**src/rtl/erase_pkg.sv**
```systemverilog
package erase_pkg;

  typedef enum logic [1:0] {
    OP_ARM     = 2'd0,
    OP_GO      = 2'd1,
    OP_PARK    = 2'd2,
    OP_RESUME  = 2'd3
  } op_e;

  typedef enum logic [1:0] {
    PH_IDLE  = 2'd0,
    PH_ZERO  = 2'd1,
    PH_ONES  = 2'd2,
    PH_CHECK = 2'd3
  } phase_e;

  // Reset contents of array word number addr (truncated by caller).
  function automatic logic [31:0] seed_word(input int unsigned addr);
    logic [31:0] prod;
    prod = 32'(addr * 29);
    return prod ^ 32'hA5A5A5A5;
  endfunction

  // Width of an index able to count to n-1, at least one bit.
  function automatic int unsigned idx_width(input int unsigned n);
    return (n > 1) ? $clog2(n) : 1;
  endfunction

  // Next pass in the fixed erase order.
  function automatic phase_e next_phase(input phase_e p);
    case (p)
      PH_ZERO:  return PH_ONES;
      PH_ONES:  return PH_CHECK;
      default:  return PH_IDLE;
    endcase
  endfunction

endpackage

```
**src/rtl/erase_array.sv**
```systemverilog
module erase_array
  import erase_pkg::*;
#(
  parameter int NBLK = 4,
  parameter int WPB  = 8,
  parameter int DW   = 8,
  localparam int NW  = NBLK * WPB,
  localparam int AW  = idx_width(NW)
)(
  input  logic          clk,
  input  logic          rst_n,
  input  logic          wr_en,
  input  logic [AW-1:0] wr_addr,
  input  logic [DW-1:0] wr_val,
  input  logic [AW-1:0] rd_addr,
  output logic [DW-1:0] rd_data,
  input  logic [AW-1:0] vf_addr,
  output logic [DW-1:0] vf_data
);

  logic [DW-1:0] mem [NW];

  generate
    for (genvar g = 0; g < NW; g++) begin : g_word
      always_ff @(posedge clk or negedge rst_n) begin
        if (!rst_n)
          mem[g] <= DW'(seed_word(g));
        else if (wr_en && wr_addr == AW'(g))
          mem[g] <= wr_val;
      end
    end
  endgenerate

  always_comb begin
    rd_data = '0;
    vf_data = '0;
    if (int'(rd_addr) < NW) rd_data = mem[rd_addr];
    if (int'(vf_addr) < NW) vf_data = mem[vf_addr];
  end

endmodule

```
**src/rtl/erase_engine.sv**
```systemverilog
module erase_engine
  import erase_pkg::*;
#(
  parameter int NBLK     = 4,
  parameter int WPB      = 8,
  parameter int DW       = 8,
  parameter int WAIT_CYC = 1,
  localparam int NW      = NBLK * WPB,
  localparam int AW      = idx_width(NW),
  localparam int BW      = idx_width(NBLK),
  localparam int IW      = idx_width(WPB),
  localparam int CW      = idx_width(WAIT_CYC + 1)
)(
  input  logic          clk,
  input  logic          rst_n,
  input  logic          cmd_valid,
  input  op_e           cmd_op,
  input  logic [BW-1:0] cmd_blk,
  input  logic          supply_ok,
  input  logic          fault_inject,
  output logic          wr_en,
  output logic [AW-1:0] wr_addr,
  output logic [DW-1:0] wr_val,
  output logic [AW-1:0] vf_addr,
  input  logic [DW-1:0] vf_data,
  output logic          ev_abort,
  output logic          ev_fail,
  output logic          running,
  output logic          parked
);

  phase_e        phase_q;
  logic [BW-1:0] blk_q;
  logic [IW-1:0] idx_q;
  logic [CW-1:0] cnt_q;
  logic          armed_q, park_pend_q, park_q, vfail_q;

  // Named internal events
  logic active, step, last_word, go_ev, start_ev, word_bad, ev_done;

  function automatic logic [AW-1:0] word_addr(input logic [BW-1:0] b, input logic [IW-1:0] i);
    return AW'(int'(b) * WPB + int'(i));
  endfunction

  always_comb begin
    active    = (phase_q != PH_IDLE) && !park_q;
    step      = active && (cnt_q == CW'(WAIT_CYC));
    last_word = (idx_q == IW'(WPB - 1));
    go_ev     = cmd_valid && (cmd_op == OP_GO) && armed_q && (phase_q == PH_IDLE);
    start_ev  = go_ev && supply_ok;
    ev_abort  = go_ev && !supply_ok;
    wr_addr   = word_addr(blk_q, idx_q);
    vf_addr   = wr_addr;
    wr_en     = step && (phase_q == PH_ZERO || phase_q == PH_ONES);
    wr_val    = (phase_q == PH_ONES) ? '1 : '0;
    word_bad  = step && (phase_q == PH_CHECK) && ((vf_data != '1) || fault_inject);
    ev_done   = step && (phase_q == PH_CHECK) && last_word;
    ev_fail   = ev_done && (vfail_q || word_bad);
    running   = (phase_q != PH_IDLE);
    parked    = park_q;
  end

  always_ff @(posedge clk or negedge rst_n) begin
    if (!rst_n) begin
      phase_q     <= PH_IDLE;
      blk_q       <= '0;
      idx_q       <= '0;
      cnt_q       <= '0;
      armed_q     <= 1'b0;
      park_pend_q <= 1'b0;
      park_q      <= 1'b0;
      vfail_q     <= 1'b0;
    end else begin
      if (cmd_valid && phase_q == PH_IDLE)
        armed_q <= (cmd_op == OP_ARM);
      if (start_ev) begin
        phase_q     <= PH_ZERO;
        blk_q       <= cmd_blk;
        idx_q       <= '0;
        cnt_q       <= '0;
        vfail_q     <= 1'b0;
        park_pend_q <= 1'b0;
        park_q      <= 1'b0;
      end
      if (active) begin
        if (step) begin
          cnt_q   <= '0;
          vfail_q <= vfail_q | word_bad;
          if (last_word) begin
            idx_q   <= '0;
            phase_q <= next_phase(phase_q);
          end else begin
            idx_q <= idx_q + 1'b1;
          end
          if (park_pend_q && !ev_done) begin
            park_q      <= 1'b1;
            park_pend_q <= 1'b0;
          end
        end else begin
          cnt_q <= cnt_q + 1'b1;
        end
        if (cmd_valid && cmd_op == OP_PARK) park_pend_q <= 1'b1;
        if (ev_done) park_pend_q <= 1'b0;
      end
      if (park_q && cmd_valid && cmd_op == OP_RESUME)
        park_q <= 1'b0;
    end
  end

  // Block number is frozen for the whole erase
  assert_blk_held_R2: assert property (@(posedge clk) disable iff (!rst_n)
    (running && $past(running)) |-> $stable(blk_q));
  // Read-back pass is entered only from the set-to-ones pass
  assert_pass_order_R5: assert property (@(posedge clk) disable iff (!rst_n)
    (phase_q == PH_CHECK && $past(phase_q) != PH_CHECK) |-> $past(phase_q) == PH_ONES);
  // A refused go leaves the engine idle
  assert_abort_no_run_R7: assert property (@(posedge clk) disable iff (!rst_n)
    ev_abort |=> (phase_q == PH_IDLE));
  // Parking happens only on a word boundary
  assert_park_at_boundary_R8: assert property (@(posedge clk) disable iff (!rst_n)
    $rose(park_q) |-> $past(step));
  // Resume keeps the stored position
  assert_resume_in_place_R9: assert property (@(posedge clk) disable iff (!rst_n)
    $fell(park_q) |-> ($stable(idx_q) && $stable(phase_q)));

endmodule

```
**src/rtl/erase_status.sv**
```systemverilog
module erase_status (
  input  logic       clk,
  input  logic       rst_n,
  input  logic       ev_abort,
  input  logic       ev_fail,
  input  logic       clr,
  input  logic       running,
  input  logic       parked,
  output logic [7:0] status
);

  logic err_erase_q, err_supply_q;

  always_ff @(posedge clk or negedge rst_n) begin
    if (!rst_n) begin
      err_erase_q  <= 1'b0;
      err_supply_q <= 1'b0;
    end else begin
      if (clr) begin
        err_erase_q  <= 1'b0;
        err_supply_q <= 1'b0;
      end
      if (ev_fail || ev_abort) err_erase_q  <= 1'b1;
      if (ev_abort)            err_supply_q <= 1'b1;
    end
  end

  always_comb begin
    status    = 8'h00;
    status[7] = !running || parked;
    status[6] = parked;
    status[5] = err_erase_q;
    status[3] = err_supply_q;
  end

  assert_fail_latched_R6: assert property (@(posedge clk) disable iff (!rst_n)
    ev_fail |=> err_erase_q);
  assert_abort_flags_R7: assert property (@(posedge clk) disable iff (!rst_n)
    ev_abort |=> (err_erase_q && err_supply_q));
  assert_err_sticky_R10: assert property (@(posedge clk) disable iff (!rst_n)
    (err_erase_q && !clr) |=> err_erase_q);
  assert_supply_sticky_R10: assert property (@(posedge clk) disable iff (!rst_n)
    (err_supply_q && !clr) |=> err_supply_q);

endmodule

```
**src/rtl/erase_seq_top.sv**
```systemverilog
module erase_seq_top
  import erase_pkg::*;
#(
  parameter int NBLK     = 4,
  parameter int WPB      = 8,
  parameter int DW       = 8,
  parameter int WAIT_CYC = 1,
  localparam int NW      = NBLK * WPB,
  localparam int AW      = idx_width(NW),
  localparam int BW      = idx_width(NBLK)
)(
  input  logic          clk,
  input  logic          rst_n,
  input  logic          cmd_valid,
  input  logic [1:0]    cmd_op,
  input  logic [BW-1:0] cmd_blk,
  input  logic          supply_ok,
  input  logic          fault_inject,
  input  logic          clr_status,
  input  logic [AW-1:0] rd_addr,
  output logic [DW-1:0] rd_data,
  output logic [7:0]    status
);

  logic          wr_en, ev_abort, ev_fail, running, parked;
  logic [AW-1:0] wr_addr, vf_addr;
  logic [DW-1:0] wr_val, vf_data;

  erase_array #(.NBLK(NBLK), .WPB(WPB), .DW(DW)) u_array (
    .clk(clk), .rst_n(rst_n), .wr_en(wr_en), .wr_addr(wr_addr), .wr_val(wr_val),
    .rd_addr(rd_addr), .rd_data(rd_data), .vf_addr(vf_addr), .vf_data(vf_data)
  );

  erase_engine #(.NBLK(NBLK), .WPB(WPB), .DW(DW), .WAIT_CYC(WAIT_CYC)) u_engine (
    .clk(clk), .rst_n(rst_n), .cmd_valid(cmd_valid), .cmd_op(op_e'(cmd_op)),
    .cmd_blk(cmd_blk), .supply_ok(supply_ok), .fault_inject(fault_inject),
    .wr_en(wr_en), .wr_addr(wr_addr), .wr_val(wr_val), .vf_addr(vf_addr),
    .vf_data(vf_data), .ev_abort(ev_abort), .ev_fail(ev_fail),
    .running(running), .parked(parked)
  );

  erase_status u_status (
    .clk(clk), .rst_n(rst_n), .ev_abort(ev_abort), .ev_fail(ev_fail),
    .clr(clr_status), .running(running), .parked(parked), .status(status)
  );

endmodule

```
**config.mk**
```make
export PLATFORM = sky130hd
export DESIGN_NAME = erase_seq_top
export DESIGN_NICKNAME = d
export VERILOG_FILES = /design/src/rtl/erase_pkg.sv /design/src/rtl/erase_array.sv /design/src/rtl/erase_engine.sv /design/src/rtl/erase_status.sv /design/src/rtl/erase_seq_top.sv
export SDC_FILE = /design/constraint.sdc
export NUM_CORES = 1
export LEC_CHECK = 0
export CORE_MARGIN = 2
export CORE_UTILIZATION = 50
export CTS_BUF_LIST = sky130_fd_sc_hd__clkbuf_16
export DETAILED_ROUTE_END_ITERATION = 10
export PLACE_DENSITY = 0.68
export SLEW_MARGIN = 30
export SYNTH_ARGS = -nofsm -noshare
export SYNTH_HDL_FRONTEND = slang
export SYNTH_SLANG_ARGS = --single-unit
```
**constraint.sdc**
```tcl
create_clock -name clk -period 2.35 [get_ports clk]
set_input_delay 0.47 -clock clk [delete_from_list [all_inputs] [get_ports clk]]
set_output_delay 0.47 -clock clk [all_outputs]
set_load 0.005 [all_outputs]
```
==> results of run 1 <==
[per-layer routing]
layer,vias to the layer above,part of all wire (%),GRT usage [%]
li1,2411,-,-
met1,2734,44,41.7
met2,262,46,44.1
met3,36,7.6,6.03
met4,0,2.5,10.8
met5,-,0,0
[final timing paths]
| kind | from | end | slack [ns] | cells past startpoint |
|---|---|---|---|---|
| max in group asynchronous | rst_n | u_array.mem[126] | 1.53 | 2 |
| max | u_array.mem[238] | rd_data[6] | -0.19 | 6 |
| min | rst_n | u_array.mem[149] | 0.12 | 1 |
| min in group clk | u_engine.vfail_q | u_engine.vfail_q | 0.49 | 2 |
| min reg2reg | u_engine.vfail_q | u_engine.vfail_q | 0.49 | 2 |
| max reg2reg | u_engine.idx_q[0] | u_status.err_erase_q | 0.11 | 7 |
[registers in the layout, indices dropped and copies added, names as in the netlist]
register / cells
u_array.mem: 64
u_engine.idx_q: 3
u_engine.blk_q: 2
u_engine.phase_q: 2
u_engine.armed_q: 1
u_engine.cnt_q: 1
u_engine.park_pend_q: 1
u_engine.parked: 1
u_engine.vfail_q: 1
u_status.err_erase_q: 1
u_status.err_supply_q: 1
[where the power goes]
| group | internal [mW] | switching [mW] | leakage, nW |
|---|---|---|---|
| clock network | 1.03 | 0.573 | 0.167 |
| registers | 1.44 | 0.146 | 0.955 |
| logic | 0.769 | 0.909 | 2.25 |
| total | 3.24 | 1.63 | 3.37 |
[critical path: cells and delay by family (launching register included)]
kind	cells	cell delay, ns
DFF	1	0.42
muxes	1	0.50
buffers and inverters	2	0.26
AOI/OAI and AO/OA	3	0.55
[synth_stat cells (10+ instances only)]
master	n	area (µm²)
inv_1	11	41.3
a31oi_1	10	62.6
nand2_1	80	300
dfstp_2	32	841
nand3_1	21	105
clkbuf_1	17	63.8
dfrtp_1	46	1150
nand2b_1	16	100
buf_4	10	75.1
mux2_2	73	822
buf_2	13	65.1
mux4_2	34	766
and2_1	15	93.8
nor2_1	15	56.3
mux2i_1	18	180
o21ai_0	21	105
a21oi_1	35	175
[through the flow]
step	power (mW)	hold WS, ns	setup TNS (ns)
floorplan	2.67	0.174	0
global placement	3.13	0.463	-5.21
global route	5.07	0.163	-1.35
finish	4.87	0.120	-0.961
CTS	4.82	0.131	-0.976
detailed placement	3.16	0.477	-5.68
[cell families (layout without fill, tap and decap cells)]
| kind of cell | Yosys count | count (layout) |
|---|---|---|
| flops | 78 | 78 |
| simple gates | 164 | 164 |
| compound gates | 127 | 127 |
| mux | 134 | 134 |
| fa+ha+maj | 8 | 8 |
| other cells | 1 | 4 |
| buf+inv | 62 | 188 |
[area by class of cell]
class | count | area, µm²
well taps | 147 | 184
multi-input cells | 437 | 3870
repair buffers | 160 | 1380
fillers | 932 | 4140
clock inverters | 7 | 115
clock buffers | 9 | 225
inverters | 12 | 47.5
flip-flops and latches | 78 | 1990
[timing repair]
item	4_1_cts	5_1_grt
endpoints found under the setup margin	9	10
setup buffers	21	9
resized for setup	92	19
pin swaps	22	12
gates cloned	2	0
==> results.json, run 1 <==
{
  "rsz0062_at_grt": "true",
  "avgViaCountPerCell": 6.40,
  "yosysWarnings": 0,
  "wl_per_cell_um": 22.1,
  "fin_ws_ns": -0.191,
  "final_common_cell": "buf_4",
  "setup_viol": 8,
  "final_nets": 721,
  "drv_cap": 0,
  "dp.cells": 803,
  "drv_slew": 0,
  "crit_chain": "buf_6, mux4_2, o31ai_2, a311oi_2, a21o_1, buf_2",
  "drt_iter0_drc": 617,
  "fin_crit_ns": 2.54,
  "synth_xor_area_share_pct": 0,
  "num_rows": 40,
  "hold_viol": 0,
  "area_growth_pct": 28.7,
  "cts-htree-levels": 3,
  "cts_max_path_buffers": 2,
  "finish.utilization_pct": 65.4,
  "violations": "negative setup slack",
  "dpl_cell_area_um2": 6990,
  "postRouteAntennaNets": 0,
  "synth.distinct_cells": 60,
  "synth_edf_count": 0,
  "path_max_fanout": 2,
  "cts_made_buffers": 9,
  "synth-compound-area-share_pct": 13.9,
  "initial_core_util_pct": 50.8,
  "relSlewSlack_pct": 60.2,
  "netlist_instances": 574,
  "clkTransAtPathRegs_ns": 0.07,
  "totalWireLength_um": 18800,
  "synth_top_family_by_area": "multiplexers",
  "overflow": 0,
  "max_freq_mhz": 394,
  "cp.arrival_ns": 2.07,
  "hpwl_um": 13400,
  "start_kind": "register",
  "seq_area_frac_synth_pct": 32.8,
  "antenna_cells": 0,
  "async_flop_share_pct": 100,
  "antenna_found_initial": 0,
  "track_usage_pct": 29.2,
  "io-pin-count": 31,
  "synth.area.mux_share_pct": 32.7,
  "grt_max_degree": 65,
  "final-instance-count-excl-fill": 850,
  "crit_type": "register to output port",
  "yosys.area_share.simple_pct": 12.8,
  "end_kind": "output port",
  "root_buffer": "clkbuf_16",
  "grt_pass1_vias": 5268,
  "syn-cell-area_um2": 6080,
  "hold_path.class": "primary input to asynchronous set/reset pin",
  "vdd_drop_max_mv": 0.537,
  "cts_tree": "built",
  "port_buffers": 26,
  "p_per_area_nw_per_um2": 622,
  "ys_seq_elements": 78,
  "route.detailed.drc": 0,
  "cp_slowest_cell": "mux4_2",
  "cts_num_sinks": 78,
  "final_cell_mix": "110 x buf_4, 77 x nand2_1, 73 x mux2_2",
  "dr.pass1.iters": 5,
  "die-area_um2": 13100,
  "cp.required_ns": 1.88,
  "dpl_worst_slack_ns": -0.819,
  "max_stage_delay_ns": 0.50,
  "synthFlopType": "dfrtp_1",
  "leakage_nw": 3.37,
  "synth_fa_ha_area_share_pct": 1.65,
  "die_h_um": 114,
  "clk_latency_ns": 0.35,
  "cts_hold_buf": 0,
  "status": "complete, but fails checks",
  "drive_gt1_share_pct": 49.2,
  "clock_skew_ns": 0.0118,
  "grt_pass1_wl_um": 28900,
  "final_cell_area_um2": 7820,
  "tightest_slew_ns": 0.596,
  "dieWidth_um": 114,
  "fin_crit_sh_pct": 108,
  "vias": 5443,
  "routabilityCongestion": 0.940,
  "avgSynthCellArea_um2": 10.6,
  "fp.coreArea_um2": 12000
}
No activity file was read; power rests on OpenSTA's default activity.
==> inputs of run 2 (changes only) <==
- CELL_PAD_IN_SITES_DETAIL_PLACEMENT: not set -> 0
- CELL_PAD_IN_SITES_GLOBAL_PLACEMENT: not set -> 1
- CORE_UTILIZATION: 50 -> 49
- PLACE_DENSITY: 0.68 -> 0.81
- SLEW_MARGIN: 30 -> 20
==> results.json, run 2 (synthesis gave the netlist of run 1 again) <==
{
  "status": "complete, but fails checks",
  "violations": "negative setup slack",
  "cpMostUsedCell": "mux4_2",
  "crit_chain": "buf_6, mux4_2, mux4_2, nor2_2, a21oi_1, buf_2",
  "fin_crit_ns": 2.57,
  "hold_path.class": "primary input to asynchronous set/reset pin",
  "worstSetupStartpoint": "u_array.mem[158]",
  "die-area_um2": 13300,
  "routabilityCongestion": 0.940,
  "grt_max_degree": 65,
  "timing.rr.start": "u_engine.phase_q[1]",
  "root_buffer": "clkbuf_16",
  "fin_ws_ns": -0.222,
  "area_growth_pct": 28.7,
  "leakage_nw": 3.36,
  "cts_tree": "built",
  "cp.arrival_ns": 2.10,
  "antenna_found_initial": 0,
  "cp_slowest_cell": "mux4_2",
  "setup_viol": 8,
  "drt_iter0_drc": 535,
  "r2r_cells": 8,
  "final_common_cell": "buf_4",
  "clkTransAtPathRegs_ns": 0.06,
  "max_stage_delay_ns": 0.49,
  "dr.pass1.iters": 5,
  "track_usage_pct": 29.1,
  "drive_gt1_share_pct": 49.6,
  "vdd_drop_max_mv": 0.515,
  "totalWireLength_um": 18500,
  "top_regs": "u_array.mem x64, u_engine.idx_q x3",
  "max_freq_mhz": 389,
  "grt_pass1_vias": 5462,
  "hpwl_um": 13100,
  "overflow": 0,
  "tightest_slew_ns": 0.576,
  "fin_tns_setup_ns": -0.777,
  "regMostFlops": "u_array.mem",
  "grt_pass1_wl_um": 29300,
  "rsz0062_at_grt": "true",
  "path_max_fanout": 2,
  "num_rows": 40,
  "cts_num_sinks": 78,
  "drv_slew": 0,
  "crit_family": "multiplexers",
  "final_nets": 719,
  "cts_made_buffers": 9,
  "finish.utilization_pct": 64.8,
  "largest_reg_flops": 64,
  "end_kind": "output port",
  "antenna_cells": 0,
  "cts_max_path_buffers": 2,
  "postRouteAntennaNets": 0,
  "p_per_area_nw_per_um2": 595,
  "clk_latency_ns": 0.34,
  "cp.required_ns": 1.88,
  "dieWidth_um": 115,
  "die_h_um": 115,
  "port_buffers": 26,
  "initial_core_util_pct": 50.4,
  "fp.coreArea_um2": 12100,
  "fin_crit_sh_pct": 109,
  "crit_buf_inv": 2,
  "avgViaCountPerCell": 6.20,
  "route.detailed.drc": 0,
  "final_cell_mix": "111 x buf_4, 78 x nand2_1, 72 x mux2_2",
  "reg2reg_slack_ns": 0.18,
  "start_kind": "register",
  "n_fill_cell": 955,
  "clock_skew_ns": 0.00635,
  "hold_viol": 0,
  "wl_per_cell_um": 21.3,
  "crit_type": "register to output port",
  "r2r_end": "u_array.mem[254]",
  "drv_cap": 0,
  "cts-htree-levels": 3,
  "relSlewSlack_pct": 61.6,
  "vias": 5389,
  "io-pin-count": 31,
  "cts_hold_buf": 0
}
[run 2: cell count changes in the layout (fill, tap and decap cells not counted), moves of 3 or more]
cell      delta
a21oi_1      -4
o21ai_0      -3
o21ai_2      +3
clkinv_1     +3
a21oi_2      +4
[run 2: how the worst max path moves through the flow]
stage                 end  slack, ns  cells past startpoint
2_1_floorplan  rd_data[6]       0.12                      9
3_3_place_gp   rd_data[1]      -0.58                      9
3_5_place_dp   rd_data[6]      -0.62                      9
4_1_cts        rd_data[5]      -0.20                      6
5_1_grt        rd_data[5]      -0.28                      6
6_report       rd_data[5]      -0.22                      6
[run 2: area by class of cell]
cell class	count	area, µm²	area share, %
well taps	168	210	2.69
multi-input cells	437	3910	50.0
repair buffers	158	1340	17.2
flip-flops and latches	78	2000	25.5
clock inverters	7	87.6	1.12
clock buffers	9	225	2.88
inverters	12	45.0	0.576
[run 2: through the flow]
stage | power, mW | worst slack (ns) | instance area [µm²] | cells | hold WS [ns]
global route | 4.89 | -0.285 | 7820 | 869 | 0.174
CTS | 4.63 | -0.197 | 7660 | 864 | 0.144
floorplan | 2.67 | 0.120 | 6090 | 577 | 0.174
finish | 4.66 | -0.222 | 7820 | 869 | 0.135
detailed placement | 3.15 | -0.615 | 7060 | 828 | 0.479
global placement | 3.10 | -0.579 | 7060 | 828 | 0.461
[run 2: per-layer routing]
metal / vias up / wire [µm] / track usage (%)
met1: 2700 / 7770 / 39.6
met4: 0 / 590 / 11.2
met5: - / 0 / 0
li1: 2403 / - / -
met3: 58 / 1330 / 5.06
met2: 228 / 8790 / 46.8
[run 2: report_power, final]
group | internal [mW] | switching, mW | leakage, nW
Combinational | 0.733 | 0.885 | 2.26
Clock | 0.922 | 0.536 | 0.149
Sequential | 1.44 | 0.145 | 0.952
[run 2: timing repair]
| action | 4_1_cts | 5_1_grt |
|---|---|---|
| buffers inserted | 20 | 4 |
| setup endpoints to repair | 8 | 11 |
| endpoints found under the hold margin | 0 | 0 |
| gates cloned | 1 | 1 |
| gates resized for setup | 89 | 27 |
| pin swaps | 22 | 15 |
